**config.mk**
```make
export PLATFORM = sky130hd
export DESIGN_NAME = dual_dac_serial_if
export DESIGN_NICKNAME = d
export VERILOG_FILES = /design/src/rtl/dual_dac_serial_if.sv
export SDC_FILE = /design/constraint.sdc
export NUM_CORES = 1
export LEC_CHECK = 0
export ABC_AREA = 1
export ABC_CLOCK_PERIOD_IN_PS = 4000
export BUFFER_PORTS_ARGS = -buffer_cell sky130_fd_sc_hd__buf_4
export CAP_MARGIN = 10
export CORE_MARGIN = 2
export CORE_UTILIZATION = 55
export CTS_CLUSTER_DIAMETER = 40
export DETAILED_ROUTE_END_ITERATION = 6
export GPL_ROUTABILITY_DRIVEN = 1
export MAX_ROUTING_LAYER = met4
export PLACE_DENSITY = 0.78
export SLEW_MARGIN = 10
export SYNTH_ARGS = -nofsm -noshare
export SYNTH_HDL_FRONTEND = slang
export SYNTH_SLANG_ARGS = --single-unit
export TNS_END_PERCENT = 1
```
**constraint.sdc**
```tcl
create_clock -name clk -period 4 [get_ports clk]
set_clock_uncertainty 0.2 [all_clocks]
set_input_delay 1 -clock clk [delete_from_list [all_inputs] [get_ports clk]]
set_output_delay 1 -clock clk [all_outputs]
set_load 0.01 [all_outputs]
```
**src/rtl/dual_dac_serial_if.sv**
```systemverilog
module dual_dac_serial_if #(
  parameter int CODE_W = 12,
  parameter int CTRL_W = 4
) (
  input  logic              clk,
  input  logic              rst_n,
  input  logic              sclk,
  input  logic              din,
  input  logic              cs_n,
  output logic [CODE_W-1:0] code_a,
  output logic [CODE_W-1:0] code_b,
  output logic [CODE_W-1:0] hold_code,
  output logic              fast_mode,
  output logic              power_down
);
  localparam int WORD_W  = CODE_W + CTRL_W;
  localparam int CNT_W   = $clog2(WORD_W + 2);
  localparam int S1_POS  = WORD_W - 1;
  localparam int SPD_POS = WORD_W - 2;
  localparam int PWR_POS = WORD_W - 3;
  localparam int S0_POS  = WORD_W - 4;
  localparam logic [CNT_W-1:0] CNT_FULL = CNT_W'(WORD_W);
  localparam logic [CNT_W-1:0] CNT_SAT  = '1;

  logic              sclk_q, cs_q;
  logic [WORD_W-1:0] shreg;
  logic [CNT_W-1:0]  bit_cnt;

  wire sclk_fall = sclk_q & ~sclk & ~cs_n;
  wire cs_rise   = ~cs_q & cs_n;
  wire frame_ok  = cs_rise && (bit_cnt == CNT_FULL);
  wire [1:0] sel = {shreg[S1_POS], shreg[S0_POS]};
  wire [CODE_W-1:0] payload = shreg[CODE_W-1:0];

  wire wr_b = frame_ok && (sel == 2'b00);
  wire wr_h = frame_ok && (sel == 2'b01);
  wire wr_a = frame_ok && (sel == 2'b10);
  wire wr_f = frame_ok && (sel != 2'b11);

  always_ff @(posedge clk or negedge rst_n) begin
    if (!rst_n) begin
      sclk_q  <= 1'b1;
      cs_q    <= 1'b1;
      shreg   <= '0;
      bit_cnt <= '0;
    end else begin
      sclk_q <= sclk;
      cs_q   <= cs_n;
      if (cs_n) begin
        bit_cnt <= '0;
      end else if (sclk_fall) begin
        shreg <= {shreg[WORD_W-2:0], din};
        if (bit_cnt != CNT_SAT) bit_cnt <= bit_cnt + 1'b1;
      end
    end
  end

  always_ff @(posedge clk or negedge rst_n) begin
    if (!rst_n) begin
      code_a     <= '0;
      code_b     <= '0;
      hold_code  <= '0;
      fast_mode  <= 1'b0;
      power_down <= 1'b0;
    end else begin
      if (wr_h) hold_code <= payload;
      if (wr_b) code_b <= payload;
      if (wr_a) begin
        code_a <= payload;
        code_b <= hold_code;
      end
      if (wr_f) begin
        fast_mode  <= shreg[SPD_POS];
        power_down <= shreg[PWR_POS];
      end
    end
  end

  assert_quiet_between_frames_R11: assert property (@(posedge clk) disable iff (!rst_n)
    !cs_rise |=> $stable(code_a) && $stable(code_b) && $stable(hold_code)
                 && $stable(fast_mode) && $stable(power_down));

  assert_b_from_buffer_R5: assert property (@(posedge clk) disable iff (!rst_n)
    (frame_ok && sel == 2'b10) |=> (code_b == $past(hold_code)) && $stable(hold_code));

  assert_buffer_only_R4: assert property (@(posedge clk) disable iff (!rst_n)
    (frame_ok && sel == 2'b01) |=> $stable(code_a) && $stable(code_b));

  assert_reserved_noop_R6: assert property (@(posedge clk) disable iff (!rst_n)
    (frame_ok && sel == 2'b11) |=> $stable(code_a) && $stable(code_b) && $stable(hold_code)
                                   && $stable(fast_mode) && $stable(power_down));

  assert_short_frame_dropped_R9: assert property (@(posedge clk) disable iff (!rst_n)
    (cs_rise && bit_cnt < CNT_FULL) |=> $stable(code_a) && $stable(code_b) && $stable(hold_code)
                                        && $stable(fast_mode) && $stable(power_down));

  assert_long_frame_dropped_R10: assert property (@(posedge clk) disable iff (!rst_n)
    (cs_rise && bit_cnt > CNT_FULL) |=> $stable(code_a) && $stable(code_b) && $stable(hold_code)
                                        && $stable(fast_mode) && $stable(power_down));
endmodule

```
==> flow_summary_export.csv <==
group,metric,value,unit
status,status,"finished clean",
clocking,post_cts_resized,0,
clocking,cts_buffers,9,
clocking,clk_pin_slew,0.06,ns
global_route,grt_max_degree,62,
detailed_routing,routedWlPerCell,13.03,um
yosys,yosys.area.top_type,"dfrtp_1",
global_route,use_met2,28.93,%
timing,setup-violations-final,0,
worst_hold_path,min_path_type,"reg -> reg",
detailed_routing,drt_iter0_drc,201,
timing,min_period_over_period,58.81,%
clocking,cts.sinks,61,
floorplanning,die_w,73.32,um
global_route,met3_usage,4.527,%
yosys,netlist_top_cells_area,"dfrtp_1 (56%), nand2_1 (14%), o21ai_2 (4.6%)",
power,vdd_drop_max,299.6,uV
detailed_routing,drtPass1Iterations,4,
yosys,avgSynthCellArea,9.175,sq um
setup_path,critical_path.endpoint_type,"flop",
placed_design,gp_congestion,0.7937,
power,leakage,1.726,nW
job,cap_violations,0,
final_layout,fillers,372,
setup_path,critPathMaxFanout,32,
floorplanning,start_util,56.32,%
final_layout,final_nets,338,
final_layout,multi_input_area,932.1,sq um
yosys,netlist_instances,288,
timing,whs,0.2806,ns
timing,postLayoutSetupSlackWorst,1.648,ns
floorplanning,fp.dieH,73.32,um
yosys,synth_fp_nets,296,
final_layout,stdcell_count,389,
setup_path,rrSetupSlack,1.96,ns
clocking,cts.path.max_buffers,2,
placed_design,pre_cts_ws,1.290,ns
setup_path,cp.arrival,2.33,ns
placed_design,io_buffer_count,42,
yosys,yosysSeqAreaShare,57.86,%
timing,report.final.slew_viol_count,0,
setup_path,crit_type,"in -> reg",
detailed_routing,postRouteAntennaNets,0,
power,powerDensity,455.2,nW/um^2
yosys,yosysUniqueCellTypes,22,
timing,max_freq,0.4251,GHz
global_route,grt_overflow_total,0,
global_route,antenna_found_initial,0,
timing,min_period,2.352,ns
final_layout,syn2layout_area_growth,20.83,%
setup_path,cp.required,3.98,ns
yosys,async_flop_share,100.0,%
yosys,synthTopCellsByCount,"nand2_1 (99), dfrtp_1 (59), nor2_1 (31)",
clocking,clk_latency,0.34,ns
floorplanning,num_io_pins,43,
yosys,synth_edf_count,0,
global_route,grtUsageTotal,21.96,%
floorplanning,core_area,4692,sq um
floorplanning,die_area,5375,sq um
clocking,cts_setup_buffers,0,
yosys,synth_warnings,0,
global_route,grt_pass1_vias,1778,
detailed_routing,num_vias,1963,
setup_path,worst_setup_path_start_kind,"input port",
placed_design,dp.cells,373,
clocking,hold_buffers,0,
detailed_routing,drc,0,
global_route,met1_usage,31.59,%
timing,tightest_slew,0.9382,ns
final_layout,layout-drive-gt1-share,24.48,%
timing,rsz0062_at_grt,"no",
timing,setup_tns,0,ns
global_route,grt_pass1_wl,8500,um
final_layout,diodes,0,
detailed_routing,via_per_inst,5.046,
clocking,htreeDepth,3,
timing,hold_viol,0,
yosys,synth_ff_type,"dfrtp_1",
clocking,cts_root_buffer,"clkbuf_8",
yosys,synth_most_common_cell,"nand2_1",
final_layout,register_area,1529,sq um
yosys,ys_ff_latch,61,
clocking,cts_tree,"yes",
placed_design,hpwl,3228,um
floorplanning,rows,25,
yosys,synth_top_area_share,55.87,%
global_route,busiest_layer,"met1",
yosys,netlist_area,2643,sq um
detailed_routing,drt-total-wl,5069,um
timing,relSlewSlack,37.28,%
[state kept, by name, summed over array words and instances (netlist names), 5 cells and up]
register / cells
shreg: 16
bit_cnt: 5
hold_code: 12
code_b: 12
code_a: 12
[worst max-delay path, stage by stage]
cell and delay [ns]:
buf_4 0.12, inv_2 0.15, nand3_1 0.68, nand2_1 0.26
o21ai_0 0.11
[cells in the final DEF, fill, tap and decap left out]
cell type / n
a21oi_1: 3
buf_4: 42
bufinv_16: 3
clkbuf_1: 1
clkbuf_8: 12
dfrtp_1: 59
dfstp_2: 2
ha_1: 3
inv_1: 21
inv_2: 3
nand2_1: 99
nand3_1: 5
nand3_2: 1
nand3_4: 1
nand3b_1: 1
nand4_4: 1
nor2_1: 31
nor2_2: 1
nor2_4: 1
nor2_8: 1
o21ai_0: 20
o21ai_1: 10
o21ai_2: 14
[cell type report]
type | instances | area share (%)
Sequential cell | 61 | 47.88
Multi-Input combinational cell | 192 | 29.19
Timing Repair Buffer | 42 | 9.875
Clock buffer | 13 | 5.290
Clock inverter | 3 | 2.821
Inverter | 24 | 2.821
Tap cell | 54 | 2.116
[logic make-up (layout without fill, tap and decap cells)]
family / after synthesis / after routing / synth area share, %
AOI/OAI and AO/OA: 47 / 47 / 10.89
adders and majority gates: 3 / 3 / 1.421
buffers and inverters: 35 / 82 / 6.865
DFF: 61 / 61 / 57.86
and+or+nand+nor: 142 / 142 / 22.96
[power breakdown]
part / internal, W / leakage [nW] / total, W / switching, W
Clock: 0.000465 / 0.130 / 0.000699 / 0.000233
Sequential: 0.000645 / 0.835 / 0.000659 / 0.0000146
Combinational: 0.0000236 / 0.761 / 0.0000957 / 0.0000721
[worst paths after layout]
kind / start / to / cells after the start
setup reg to reg: bit_cnt[0] / hold_code[0] / 7
max in group asynchronous: rst_n / power_down / 1
hold reg to reg: code_b[4] / code_b[4] / 2
min in group asynchronous: rst_n / bit_cnt[4] / 1
setup / recovery: cs_n / shreg[3] / 5
hold / removal: code_b[4] / code_b[4] / 2
[per-layer routing]
metal | part of all wire (%) | up-vias
met4 | 2.7 | 0
met5 | 0 | -
met2 | 42 | 52
met3 | 4.8 | 12
li1 | - | 993
met1 | 50 | 906
[per-stage QoR]
stage | utilization, % | instance area [sq um] | power [W]
detailed placement | 62.53 | 2934 | 0.0007669
CTS | 68.05 | 3193 | 0.001470
global route | 68.05 | 3193 | 0.001508
global placement | 62.53 | 2934 | 0.0007639
floorplan | - | 2643 | 0.0007313
finish | 68.05 | 3193 | 0.001454
No activity file was read; power rests on OpenSTA's default activity.
